File: src/rtl/codec_sio_pkg.sv
package codec_sio_pkg;
  localparam int WORD_W   = 16;
  localparam int SEL_W    = 2;
  localparam int NUM_REGS = 1 << SEL_W;
  localparam int FIELD_W  = WORD_W - SEL_W;

  typedef logic [WORD_W-1:0]  word_t;
  typedef logic [FIELD_W-1:0] field_t;
  typedef logic [SEL_W-1:0]   sel_t;

  typedef enum logic {XFER_DATA = 1'b0, XFER_CTRL = 1'b1} xfer_kind_e;

  function automatic sel_t word_sel(input word_t w);
    return w[WORD_W-1 -: SEL_W];
  endfunction

  function automatic field_t word_field(input word_t w);
    return w[FIELD_W-1:0];
  endfunction
endpackage

File: src/rtl/sio_shifter.sv
module sio_shifter
  import codec_sio_pkg::*;
(
  input  logic       clk,
  input  logic       rst_n,
  input  logic       bit_en,
  input  logic       fsync,
  input  logic       sadd,
  input  logic       sdi,
  input  word_t      tx_word,
  output logic       sdo,
  output logic       frame_start,
  output logic       frame_done,
  output xfer_kind_e frame_kind,
  output word_t      rx_word
);
  localparam int CNT_W = $clog2(WORD_W + 1);

  logic              busy;
  logic [CNT_W-1:0]  bits_left;
  logic [WORD_W-2:0] isr;
  word_t             osr;
  xfer_kind_e        kind_q;

  assign frame_start = bit_en && fsync && !busy;
  assign frame_done  = busy && bit_en && (bits_left == CNT_W'(1));
  assign rx_word     = {isr, sdi};
  assign sdo         = osr[WORD_W-1];
  assign frame_kind  = kind_q;

  always_ff @(posedge clk or negedge rst_n) begin
    if (!rst_n) begin
      busy      <= 1'b0;
      bits_left <= '0;
      isr       <= '0;
      osr       <= '0;
      kind_q    <= XFER_DATA;
    end else if (frame_start) begin
      busy      <= 1'b1;
      bits_left <= CNT_W'(WORD_W);
      kind_q    <= sadd ? XFER_CTRL : XFER_DATA;
      osr       <= tx_word;
    end else if (busy && bit_en) begin
      isr       <= {isr[WORD_W-3:0], sdi};
      osr       <= {osr[WORD_W-2:0], 1'b0};
      bits_left <= bits_left - 1'b1;
      if (bits_left == CNT_W'(1)) busy <= 1'b0;
    end
  end

  // a word cannot begin and end in the same cycle
  assert_start_done_excl_R2: assert property (@(posedge clk) disable iff (!rst_n)
    $onehot0({frame_start, frame_done}));

  // shifting only advances on bit enables
  assert_shift_hold_R10: assert property (@(posedge clk) disable iff (!rst_n)
    (busy && !bit_en) |=> $stable(osr) && $stable(isr));

  // fsync during a word does not restart it
  assert_fsync_ignored_R9: assert property (@(posedge clk) disable iff (!rst_n)
    (busy && bit_en && fsync && bits_left > CNT_W'(1)) |=> busy);
endmodule

File: src/rtl/cfg_bank.sv
module cfg_bank
  import codec_sio_pkg::*;
(
  input  logic                       clk,
  input  logic                       rst_n,
  input  logic                       wr_en,
  input  word_t                      wr_word,
  output logic [NUM_REGS-1:0][FIELD_W-1:0] regs
);
  sel_t   wr_sel;
  field_t wr_field;

  assign wr_sel   = word_sel(wr_word);
  assign wr_field = word_field(wr_word);

  for (genvar g = 0; g < NUM_REGS; g++) begin : g_reg
    always_ff @(posedge clk or negedge rst_n) begin
      if (!rst_n)                               regs[g] <= '0;
      else if (wr_en && wr_sel == SEL_W'(g))    regs[g] <= wr_field;
    end

    // a register changes only after a configuration word addressed to it
    assert_cfg_write_R3: assert property (@(posedge clk) disable iff (!rst_n)
      !$stable(regs[g]) |-> ($past(wr_en) && $past(wr_sel) == SEL_W'(g)));
  end
endmodule

File: src/rtl/sample_buf.sv
module sample_buf
  import codec_sio_pkg::*;
(
  input  logic  clk,
  input  logic  rst_n,
  input  logic  enable,
  input  logic  smp_tick,
  input  word_t adc_sample,
  input  logic  data_start,
  input  logic  data_done,
  input  word_t rx_word,
  output word_t out_hold,
  output word_t dac_word,
  output logic  dac_strobe,
  output logic  status
);
  word_t in_hold;
  logic  tick_act;
  logic  status_clr;

  assign tick_act   = smp_tick && enable;
  assign status_clr = data_start || data_done;

  always_ff @(posedge clk or negedge rst_n) begin
    if (!rst_n) begin
      out_hold   <= '0;
      in_hold    <= '0;
      dac_word   <= '0;
      dac_strobe <= 1'b0;
      status     <= 1'b0;
    end else begin
      dac_strobe <= tick_act;
      if (tick_act) begin
        out_hold <= adc_sample;
        dac_word <= in_hold;
      end
      if (data_done) in_hold <= rx_word;
      if (tick_act)        status <= 1'b1;
      else if (status_clr) status <= 1'b0;
    end
  end

  // status rises only on an enabled sample tick
  assert_status_set_R6: assert property (@(posedge clk) disable iff (!rst_n)
    $rose(status) |-> $past(tick_act));

  // status falls only at a sample word boundary
  assert_status_clr_R7: assert property (@(posedge clk) disable iff (!rst_n)
    $fell(status) |-> $past(status_clr));

  // a tick coinciding with a clear leaves status set
  assert_set_wins_R7: assert property (@(posedge clk) disable iff (!rst_n)
    (tick_act && status_clr) |=> status);

  // playback output frozen while disabled
  assert_inactive_hold_R8: assert property (@(posedge clk) disable iff (!rst_n)
    !enable |=> ($stable(dac_word) && !dac_strobe));
endmodule

File: src/rtl/codec_sio_port.sv
module codec_sio_port
  import codec_sio_pkg::*;
(
  input  logic               clk,
  input  logic               rst_n,
  input  logic               bit_en,
  input  logic               fsync,
  input  logic               sadd,
  input  logic               sdi,
  output logic               sdo,
  input  logic               smp_tick,
  input  logic [WORD_W-1:0]  adc_sample,
  output logic [WORD_W-1:0]  dac_sample,
  output logic               dac_strobe,
  output logic               status,
  output logic [FIELD_W-1:0] cfg_r0,
  output logic [FIELD_W-1:0] cfg_r1,
  output logic [FIELD_W-1:0] cfg_r2,
  output logic [FIELD_W-1:0] cfg_r3
);
  localparam int ENABLE_BIT = 0;

  logic       frame_start;
  logic       frame_done;
  xfer_kind_e frame_kind;
  word_t      rx_word;
  word_t      tx_word;
  word_t      out_hold;
  logic       data_start;
  logic       data_done;
  logic       ctrl_done;
  logic       enable;
  logic [NUM_REGS-1:0][FIELD_W-1:0] regs;

  assign tx_word    = sadd ? '0 : out_hold;
  assign data_start = frame_start && !sadd;
  assign data_done  = frame_done && (frame_kind == XFER_DATA);
  assign ctrl_done  = frame_done && (frame_kind == XFER_CTRL);
  assign enable     = regs[0][ENABLE_BIT];

  assign cfg_r0 = regs[0];
  assign cfg_r1 = regs[1];
  assign cfg_r2 = regs[2];
  assign cfg_r3 = regs[3];

  sio_shifter u_shift (
    .clk(clk), .rst_n(rst_n), .bit_en(bit_en), .fsync(fsync), .sadd(sadd),
    .sdi(sdi), .tx_word(tx_word), .sdo(sdo), .frame_start(frame_start),
    .frame_done(frame_done), .frame_kind(frame_kind), .rx_word(rx_word)
  );

  cfg_bank u_cfg (
    .clk(clk), .rst_n(rst_n), .wr_en(ctrl_done), .wr_word(rx_word), .regs(regs)
  );

  sample_buf u_buf (
    .clk(clk), .rst_n(rst_n), .enable(enable), .smp_tick(smp_tick),
    .adc_sample(adc_sample), .data_start(data_start), .data_done(data_done),
    .rx_word(rx_word), .out_hold(out_hold), .dac_word(dac_sample),
    .dac_strobe(dac_strobe), .status(status)
  );

  // configuration words never touch the sample path status
  assert_ctrl_no_status_R3: assert property (@(posedge clk) disable iff (!rst_n)
    (ctrl_done && !(smp_tick && enable)) |=> $stable(status));
endmodule

File: config.mk
export PLATFORM = sky130hd
export DESIGN_NAME = codec_sio_port
export DESIGN_NICKNAME = d
export VERILOG_FILES = /design/src/rtl/codec_sio_pkg.sv /design/src/rtl/sio_shifter.sv /design/src/rtl/cfg_bank.sv /design/src/rtl/sample_buf.sv /design/src/rtl/codec_sio_port.sv
export SDC_FILE = /design/constraint.sdc
export NUM_CORES = 1
export LEC_CHECK = 0
export BUFFER_PORTS_ARGS = -buffer_cell sky130_fd_sc_hd__buf_4
export CAP_MARGIN = 20
export CORE_UTILIZATION = 50
export DETAILED_ROUTE_END_ITERATION = 16
export GPL_TIMING_DRIVEN = 0
export HOLD_SLACK_MARGIN = 0.08
export PLACE_DENSITY = 0.82
export SETUP_SLACK_MARGIN = 0.5
export SLEW_MARGIN = 10
export SYNTH_ARGS = -nofsm -noshare
export SYNTH_HDL_FRONTEND = slang
export SYNTH_HIERARCHICAL = 1
export SYNTH_SLANG_ARGS = --single-unit
File: constraint.sdc
create_clock -name clk -period 2.1 [get_ports clk]
set_input_delay 0.315 -clock clk [delete_from_list [all_inputs] [get_ports clk]]
set_output_delay 0.315 -clock clk [all_outputs]
set_load 0.01 [all_outputs]
==> flow_summary.toml, run 1 <==
[clock_tree]
cts-root-buf = "clkbuf_16"
clk_pin_slew_worst_paths_ps = 60
cts_tree = "built"
clkLatencyLatePin_ps = 410
cts.sinks = 144
cts.path.max_buffers = 2
ctsHtreeMaxLevel = 4
cts-buffers-inserted = 17

[floorplanning]
io_pins = 98
core-area_um2 = 11400
rows = 39
fp.dieW_um = 110
die_y_um = 110
die-area_um2 = 12200
start_util_pct = 51.5

[routing]
antenna_left = 0
drtIter0Drc = 311
wl_per_cell_um = 19.6
vias = 3776
routed_via_density = 5.48
wl_um = 13500
drc = 0
dr.pass1.iters = 4

[logic_synthesis]
syn_avg_cell_area_um2 = 15.2
netlist_instances = 387
synth_area_leaders = "dfrtp_1 61%, mux2_2 18%, mux2_4 7.2%, o22ai_1 3.2%, buf_6 1.5%"
synth_top_area_cell = "dfrtp_1"
seq_area_frac_synth_pct = 61.3
ys_seq_elements = 144
synth_fp_nets = 412
yosysUniqueCellTypes = 32
ys_warn_count = 6
yosys.area.top_type_share_pct = 61.3
netlist_area_um2 = 5880

[worst_setup_path]
worst-endpoint-required_ps = 2400
startpoint_type = "register"
r2r_start = "u_shift/bits_left[3]"
crit_fanout = 5
reg2reg_depth = 6
worstReg2RegEnd = "u_cfg/regs[11]"
ff2ff_setup_slack_ps = 140
arrival_ps = 2250
path_class = "reg2reg"
end_kind = "register"

[timing]
drv_slew = 0
fin_skew_ps = 9.05
fmax_mhz = 511
tightestPinTransition_ps = 729
period_needed_ps = 1960
rsz0062_at_grt = "yes"
whs_ps = 130
setup_violations = 0
finalHoldViolCount = 0
finalCritPeriodShare_pct = 93.2
relSlewSlack_pct = 51.4

[global_routing]
grt-ovfl-total = 0
grt_pass1_vias = 4067
grt_pass1_wl_um = 22100
grt_max_degree = 80
grtUsageTotal_pct = 23.3
antenna_found_initial = 0

[cells_and_area]
design_area_um2 = 8040
fin_util_pct = 70.4
multi_input_area_um2 = 2350
final_cells = 689
final_nets = 558
seq_area_um2 = 3600
diodes = 0
area_growth_pct = 36.9
final_layout_size_suffix_gt1_share_pct = 57.9
fillers = 752

[place]
port_buffers = 97
dp_hpwl_um = 7910
postPlaceCellArea_um2 = 6930
gp_congestion = 0.744
placedCellCount = 628

[run]
cap_violations = 0

[min_path]
hold_path_end = "u_buf/out_hold[8]"
min-delay-start = "adc_sample[8]"
min_path_type = "in2reg"
whs_path_depth = 2

[power]
total_power_uw = 9310
p_per_area_nw_per_um2 = 1160
p_leak_uw = 0.00420
ir_drop_v = 0.00126

[status]
outcome = "completed"
## worst max path at each step
stage	end	depth (start not counted)	start	slack [ps]
finish	u_cfg/regs[11]	6	u_shift/bits_left[3]	140
global route	u_cfg/regs[11]	7	u_shift/bits_left[1]	110
CTS	u_cfg/regs[12]	7	u_shift/bits_left[1]	200
detailed placement	u_cfg/regs[12]	7	u_shift/busy	-120
global placement	u_cfg/regs[11]	7	u_shift/busy	-90
floorplan	u_cfg/regs[10]	7	u_shift/busy	180
## cell type report
type	instances	share of cell area, %
clock buffers	21	5.85
well taps	143	2.22
plain buffers	20	2.29
repair buffers	127	13.2
flip-flops and latches	144	44.8
multi-input cells	218	29.2
inverters	5	0.233
clock inverters	11	2.19
## cells in the final DEF, fill, tap and decap left out, types with 2 or more instances in the layout
| master | count |
|---|---|
| clkbuf_8 | 3 |
| clkinv_4 | 3 |
| nand3_1 | 2 |
| o21ai_0 | 4 |
| a21oi_1 | 15 |
| buf_2 | 6 |
| buf_6 | 20 |
| dfrtp_1 | 144 |
| and2_4 | 2 |
| inv_6 | 2 |
| nand2_2 | 2 |
| buf_16 | 2 |
| nor2b_1 | 10 |
| mux2_4 | 84 |
| buf_4 | 114 |
| nand2_1 | 5 |
| o22ai_1 | 30 |
| mux2i_1 | 2 |
| nand3b_1 | 2 |
| mux2_2 | 36 |
| buf_8 | 2 |
| inv_1 | 3 |
| and2b_2 | 7 |
| bufinv_16 | 4 |
| clkbuf_16 | 17 |
| clkbuf_1 | 2 |
## kinds of logic (layout without fill, tap and decap cells)
kind of cell               Yosys count  count (layout)  synth area share, %
AOI/OAI and AO/OA                   54              54                 5.47
adders and majority gates            2               2                0.426
DFF                                144             144                 61.3
buffers and inverters               25             184                 3.07
and+or+nand+nor                     40              40                 4.58
muxes                              122             122                 25.1
## per-layer routing
metal	GRT usage [%]	vias up	share of wire (%)
met5	0	-	0
met4	10.0	0	2.4
met3	6.31	27	4.4
met2	36.4	110	49
met1	30.7	1959	44
li1	-	1680	-
## synth_stat cells (all sizes together)
master / count
nand2b: 1
nand3b: 2
a22o: 1
o2bb2ai: 1
clkinv: 1
and3b: 1
mux2i: 2
o311ai: 1
nand3: 4
nor2: 2
mux2: 120
inv: 4
a21oi: 15
and2: 2
o21bai: 1
buf: 19
dfrtp: 144
ha: 2
clkbuf: 1
nand2: 7
and2b: 7
nor2b: 11
o21ai: 5
or3: 1
and4b: 1
o22ai: 30
nor3b: 1
## worst max-delay path, cell delays in order, from the launching register on
cell	delay [ps]
dfrtp_1	430
nor2_2	160
and4b_1	230
and2_4	170
nor3b_4	320
buf_6	210
mux2_4	310
## what timing repair did
item / 4_1_cts / 5_1_grt
pin swaps: 1 / 2
setup buffers: 18 / 7
gates cloned: 3 / 0
endpoints found under the setup margin: 73 / 74
hold buffers: 1 / 0
resized for setup: 46 / 8
endpoints found under the hold margin: 78 / 0
## state kept, by name, indices dropped and copies added, names as in the netlist, 5 cells and up
signal	count
u_cfg/regs	56
u_buf/dac_word	16
u_buf/in_hold	16
u_buf/out_hold	16
u_shift/osr	16
u_shift/isr	15
u_shift/bits_left	5
## power breakdown
group | switching, µW | leakage, µW | internal [µW]
registers | 670 | 0.00190 | 3450
logic | 762 | 0.00199 | 1170
clock network | 1150 | 0.000314 | 2100
total | 2590 | 0.00420 | 6720
## stage by stage
step | setup slack, ps | setup TNS, ps
after floorplan | 181 | 0
after detailed placement | -116 | -1470
after global routing | 109 | 0
after global placement | -87.5 | -1440
final | 144 | 0
after CTS | 201 | 0
(Power assumes the default switching activity.)
==> run 2: changes to the inputs <==
--- a/config.mk
+++ b/config.mk
@@ -5,13 +5,15 @@
 export SDC_FILE = /design/constraint.sdc
 export NUM_CORES = 1
 export LEC_CHECK = 0
+export ABC_AREA = 1
 export BUFFER_PORTS_ARGS = -buffer_cell sky130_fd_sc_hd__buf_4
-export CAP_MARGIN = 20
-export CORE_UTILIZATION = 50
+export CAP_MARGIN = 25
+export CORE_ASPECT_RATIO = 0.75
+export CORE_UTILIZATION = 51
 export DETAILED_ROUTE_END_ITERATION = 16
 export GPL_TIMING_DRIVEN = 0
 export HOLD_SLACK_MARGIN = 0.08
-export PLACE_DENSITY = 0.82
+export PLACE_DENSITY = 0.83
 export SETUP_SLACK_MARGIN = 0.5
 export SLEW_MARGIN = 10
 export SYNTH_ARGS = -nofsm -noshare
==> flow_summary.toml, run 2 <==
[floorplanning]
die_y_um = 98.2
io_pins = 98
die-area_um2 = 12800
start_util_pct = 53.3
core-area_um2 = 11800
rows = 34
fp.dieW_um = 130

[routing]
vias = 5714
drc = 0
antenna_left = 0
routed_via_density = 5.56
wl_um = 18400
drtIter0Drc = 760
dr.pass1.iters = 7
wl_per_cell_um = 17.9

[clock_tree]
clk_pin_slew_worst_paths_ps = 60
cts.path.max_buffers = 2
cts-root-buf = "clkbuf_16"
cts-buffers-inserted = 17
cts.sinks = 144
clkLatencyLatePin_ps = 420
cts_tree = "built"
ctsHtreeMaxLevel = 4

[worst_setup_path]
worst-endpoint-required_ps = 2440
ff2ff_setup_slack_ps = 390
startpoint_type = "register"
crit_end = "u_cfg/regs[17]"
crit_start = "u_shift/bits_left[1]"
crit_fanout = 7
path_class = "reg2reg"
end_kind = "register"
arrival_ps = 2060
worstReg2RegEnd = "u_cfg/regs[17]"
r2r_start = "u_shift/bits_left[1]"
reg2reg_depth = 12

[logic_synthesis]
synth_area_leaders = "dfrtp_1 57%, nand2_1 19%, nand3_1 5.2%, nand4_1 4.2%, buf_6 3.8%"
synth_commonest_cells = "325 x nand2_1, 144 x dfrtp_1, 66 x nand3_1"
ys_seq_elements = 144
synth_fp_nets = 740
synth_top_area_cell = "dfrtp_1"
synthMostInstantiatedCell = "nand2_1"
synth-async-reset-ratio_pct = 100
ys.flop_type = "dfrtp_1"
yosys.area.top_type_share_pct = 57.2
netlist_instances = 715
syn_avg_cell_area_um2 = 8.81
seq_area_frac_synth_pct = 57.2
yosysUniqueCellTypes = 22
netlist_area_um2 = 6300
synth_enable_flop_cells = 0
ys_warn_count = 6

[run]
cap_violations = 0

[timing]
period_needed_ps = 1710
finalCritPeriodShare_pct = 81.5
drv_slew = 0
fmax_mhz = 585
tightestPinTransition_ps = 578
timing.setup.tns_ps = 0
setup_violations = 0
relSlewSlack_pct = 61.5
rsz0062_at_grt = "yes"
finalHoldViolCount = 0
fin_skew_ps = 12.8

[cells_and_area]
largest_reg_flops = 56
fillers = 848
final_common_cell = "nand2_1"
diodes = 0
final_cell_mix = "296 x nand2_1, 144 x dfrtp_1, 119 x buf_4"
final_cells = 1028
multi_input_area_um2 = 2250
final_layout_size_suffix_gt1_share_pct = 28.8
final_nets = 879
seq_area_um2 = 3600
top_register = "u_cfg/regs"
area_growth_pct = 31.1

[place]
placedCellCount = 974
dp_hpwl_um = 10500
port_buffers = 96
gp_congestion = 0.834

[power]
ir_drop_v = 0.000818
seq_power_share_pct = 42.7
power_frac_comb_pct = 27.8
swShare_pct = 36.2
p_leak_uw = 0.00455
intPower_uw = 6570
power_switching_uw = 3730
p_clk_share_pct = 29.5
p_per_area_nw_per_um2 = 1250

[global_routing]
grt-ovfl-total = 0
use_met3_pct = 5.21
met1_usage_pct = 42.1
grt_pass1_vias = 5425
grt_max_degree = 84
antenna_found_initial = 0
met2_usage_pct = 43.2
grtUsageTotal_pct = 29.3
grt_most_used_layer = "met2"
grt_pass1_wl_um = 28100

[min_path]
min_path_type = "in2reg"

[status]
outcome = "completed"
==> run 2: final cells by class <==
class,count,share of cell area (%)
buffer,43,5.26
clock buffer,20,5.41
clock inverter,11,1.68
inverter,46,2.42
multi-input combinational,482,27.2
sequential,144,43.6
tap,162,2.45
timing repair buffer,120,11.9
==> run 2: power by group through the flow <==
stage	Combinational [µW]	Sequential, µW	Clock [µW]
floorplan	1670	4140	0
global placement	2460	4300	0
finish	2860	4390	3040
CTS	2690	4300	3030
global route	3140	4450	3180
detailed placement	2570	4300	0
==> run 2: what timing repair did <==
| action | 4_1_cts | 5_1_grt |
|---|---|---|
| resized for setup | 23 | 51 |
| endpoints found under the setup margin | 73 | 74 |
| cloned | 6 | 1 |
| hold buffers | 1 | 0 |
| pin swaps | 3 | 18 |
| endpoints found under the hold margin | 61 | 0 |
| buffers inserted | 10 | 5 |
==> run 2: worst max-delay path, cell delays in order, from the launching register on <==
cell and delay [ps]:
dfrtp_1 380, inv_2 80, ha_4 130, nand2_2 40, nor2_2 120, nand2_2 80
inv_2 90, nand2_4 80, clkinv_8 110, buf_8 130, buf_6 110, nand4_1 150
nand2_2 130
==> run 2: cell families after synthesis <==
group           share of synthesized area [%]
simple gates                             32.4
flops                                    57.2
buf+inv                                  9.28
compound gates                          0.735
fa+ha+maj                               0.397
==> run 2: metal layers <==
metal	wire, µm	share of wire (%)	vias up
met2	8320	45	413
li1	-	-	2547
met3	1740	9.5	61
met5	0	0	-
met4	665	3.6	0
met1	7640	42	2693
==> run 2: per-stage QoR <==
| stage | hold WS [ps] | total power [µW] | area (µm²) | worst slack (ps) | utilization (%) |
|---|---|---|---|---|---|
| floorplan | 19.4 | 5800 | 6300 | 514 | - |
| global placement | 455 | 6760 | 7220 | 110 | 61.1 |
| detailed placement | 331 | 6870 | 7250 | 212 | 61.3 |
| CTS | 122 | 10000 | 8050 | 491 | 68.1 |
| global route | 136 | 10800 | 8260 | 354 | 69.8 |
| finish | 130 | 10300 | 8260 | 390 | 69.8 |
==> run 2: how the worst min path moves through the flow <==
| stage | start | end | slack, ps | cells past startpoint |
|---|---|---|---|---|
| 6_report | adc_sample[4] | u_buf/out_hold[4] | 130 | 3 |
| 5_1_grt | adc_sample[12] | u_buf/out_hold[12] | 140 | 3 |
| 4_1_cts | sadd | u_shift/frame_kind | 120 | 3 |
| 3_5_place_dp | rst_n | u_cfg/regs[23] | 330 | 1 |
| 3_3_place_gp | u_buf/in_hold[13] | u_buf/in_hold[13] | 450 | 2 |
| 2_1_floorplan | rst_n | u_buf/dac_strobe | 20 | 0 |
==> run 3: changes to the inputs <==
--- a/config.mk
+++ b/config.mk
@@ -5,15 +5,15 @@
 export SDC_FILE = /design/constraint.sdc
 export NUM_CORES = 1
 export LEC_CHECK = 0
-export ABC_AREA = 1
+export ABC_AREA = 0
 export BUFFER_PORTS_ARGS = -buffer_cell sky130_fd_sc_hd__buf_4
 export CAP_MARGIN = 25
 export CORE_ASPECT_RATIO = 0.75
-export CORE_UTILIZATION = 51
+export CORE_UTILIZATION = 50
 export DETAILED_ROUTE_END_ITERATION = 16
 export GPL_TIMING_DRIVEN = 0
 export HOLD_SLACK_MARGIN = 0.08
-export PLACE_DENSITY = 0.83
+export PLACE_DENSITY = 0.82
 export SETUP_SLACK_MARGIN = 0.5
 export SLEW_MARGIN = 10
 export SYNTH_ARGS = -nofsm -noshare
==> constraint.sdc (replaced) <==
create_clock -name clk -period 1.4 [get_ports clk]
set_input_delay 0.21 -clock clk [delete_from_list [all_inputs] [get_ports clk]]
set_output_delay 0.21 -clock clk [all_outputs]
set_load 0.01 [all_outputs]
==> flow_summary.toml, run 3 (synthesis results as in run 1) <==
[status]
outcome = "finished, violations left"
violations = "hold timing, setup timing"

[timing]
drv_slew = 0
finalHoldViolCount = 63
timing.setup.tns_ps = -44200
tightestPinTransition_ps = 614
relSlewSlack_pct = 59.1
fin_skew_ps = 9.31
rsz0062_at_grt = "yes"
whs_ps = -233
finalCritPeriodShare_pct = 147
period_needed_ps = 2060
finalWorstSetupSlack_ps = -663
setup_violations = 95
fmax_mhz = 485

[cells_and_area]
top_register = "u_cfg/regs"
final_nets = 671
final_layout_size_suffix_gt1_share_pct = 68.8
area_growth_pct = 67.7
diodes = 0
largest_reg_flops = 56
fin_util_pct = 88.1
final_common_cell = "dfrtp_1"
fillers = 405
final_cell_mix = "143 x dfrtp_1, 112 x buf_6, 103 x buf_4"

[clock_tree]
cts-root-buf = "clkbuf_16"
cts_tree = "built"
clkLatencyLatePin_ps = 420
ctsHoldBuffers = 17
clk_pin_slew_worst_paths_ps = 60
cts-buffers-inserted = 17
cts.sinks = 144
cts.path.max_buffers = 2
ctsHtreeMaxLevel = 4

[global_routing]
grt_pass1_wl_um = 26900
grt_max_degree = 82
antenna_found_initial = 0
grt-ovfl-total = 0
grt_pass1_vias = 4513
grtUsageTotal_pct = 30.5

[routing]
vias = 4633
routed_via_density = 5.69
wl_um = 20800
dr.pass1.iters = 5
drc = 0
antenna_left = 0
wl_per_cell_um = 25.6
drtIter0Drc = 397

[worst_setup_path]
path_buf_inv = 2
ff2ff_setup_slack_ps = -660
worst-endpoint-required_ps = 1700
critical_path.top_delay_family = "simple AND/OR/NAND/NOR gates"
path_cells = "inv_2, ha_4, and4b_2, and2_4, nor3b_4, buf_6, mux2_4"
crit_slowest_cell = "dfrtp_1"
startpoint_type = "register"
crit_fanout = 5
r2r_start = "u_shift/bits_left[1]"
worstReg2RegEnd = "u_cfg/regs[6]"
path_class = "reg2reg"
critPathMaxStageDelay_ps = 410
arrival_ps = 2360
reg2reg_depth = 7
end_kind = "register"

[floorplanning]
rows = 33
die-area_um2 = 12200
start_util_pct = 52.5
core-area_um2 = 11200
fp.dieW_um = 127
die_y_um = 95.9
io_pins = 98

[place]
dp_hpwl_um = 8200
gp_congestion = 0.734
port_buffers = 97

[power]
power_frac_comb_pct = 29.9
ir_drop_v = 0.00152
p_per_area_nw_per_um2 = 1640
swShare_pct = 31.4
seq_power_share_pct = 40.7
p_leak_uw = 0.00506
power_switching_uw = 5070
p_clk_share_pct = 29.3
intPower_uw = 11100

[min_path]
min_path_type = "in2async"

[run]
cap_violations = 0
-- run 3: final cells by class --
cell class              count  area (µm²)  share of cell area, %
flip-flops and latches    144        3600                   36.6
inverters                   5        31.3                  0.317
multi-input cells         218        2690                   27.3
plain buffers              20         254                   2.58
clock buffers              20         467                   4.74
clock inverters            10         135                   1.37
repair buffers            240        2470                   25.1
well taps                 157         196                   1.99
-- run 3: repair_timing --
action,CTS,global route
cloned,8,2
endpoints found under the setup margin,219,219
gates resized for setup,182,50
hold endpoints to repair,80,63
pin swaps,6,17
setup buffers,74,41
-- run 3: worst max-delay path by stage --
stage | cells past startpoint | startpoint | slack, ps | to
finish | 7 | u_shift/bits_left[1] | -660 | u_cfg/regs[6]
global route | 6 | u_shift/bits_left[3] | -700 | u_cfg/regs[6]
CTS | 7 | u_shift/bits_left[1] | -520 | u_cfg/regs[7]
detailed placement | 7 | u_shift/busy | -840 | u_cfg/regs[6]
global placement | 7 | u_shift/busy | -800 | u_cfg/regs[11]
floorplan | 7 | u_shift/busy | -520 | u_cfg/regs[10]
-- run 3: worst register-to-register path: stages (launching register included) --
cell and delay (ps):
dfrtp_1 410, inv_2 100, ha_4 140, and4b_2 240, and2_4 170, nor3b_4 330
buf_6 210, mux2_4 350
-- run 3: metrics by stage --
stage | power [µW] | std cells | hold slack [ps] | instance area, µm² | setup slack (ps)
after floorplan | 7750 | 387 | -85.6 | 6040 | -518
after global placement | 8530 | 641 | 443 | 6970 | -803
after detailed placement | 8740 | 642 | 239 | 7000 | -838
after CTS | 14700 | 771 | -198 | 9230 | -523
after global routing | 16600 | 814 | -196 | 9850 | -702
final | 16100 | 814 | -233 | 9850 | -663
-- run 3: power groups by stage --
stage | clock network [µW] | registers, µW | logic [µW]
global placement | 0 | 6120 | 2410
CTS | 4670 | 6200 | 3810
detailed placement | 0 | 6210 | 2540
global route | 4930 | 6660 | 5010
finish | 4730 | 6570 | 4830
floorplan | 0 | 5950 | 1790
-- run 3: metal layers --
| layer | share of wire (%) | vias to the layer above | global-route usage (%) |
|---|---|---|---|
| li1 | - | 1917 | - |
| met1 | 41 | 2418 | 39.4 |
| met2 | 49 | 232 | 49.8 |
| met3 | 6.1 | 66 | 7.00 |
| met4 | 3.4 | 0 | 14.3 |
| met5 | 0 | - | 0 |
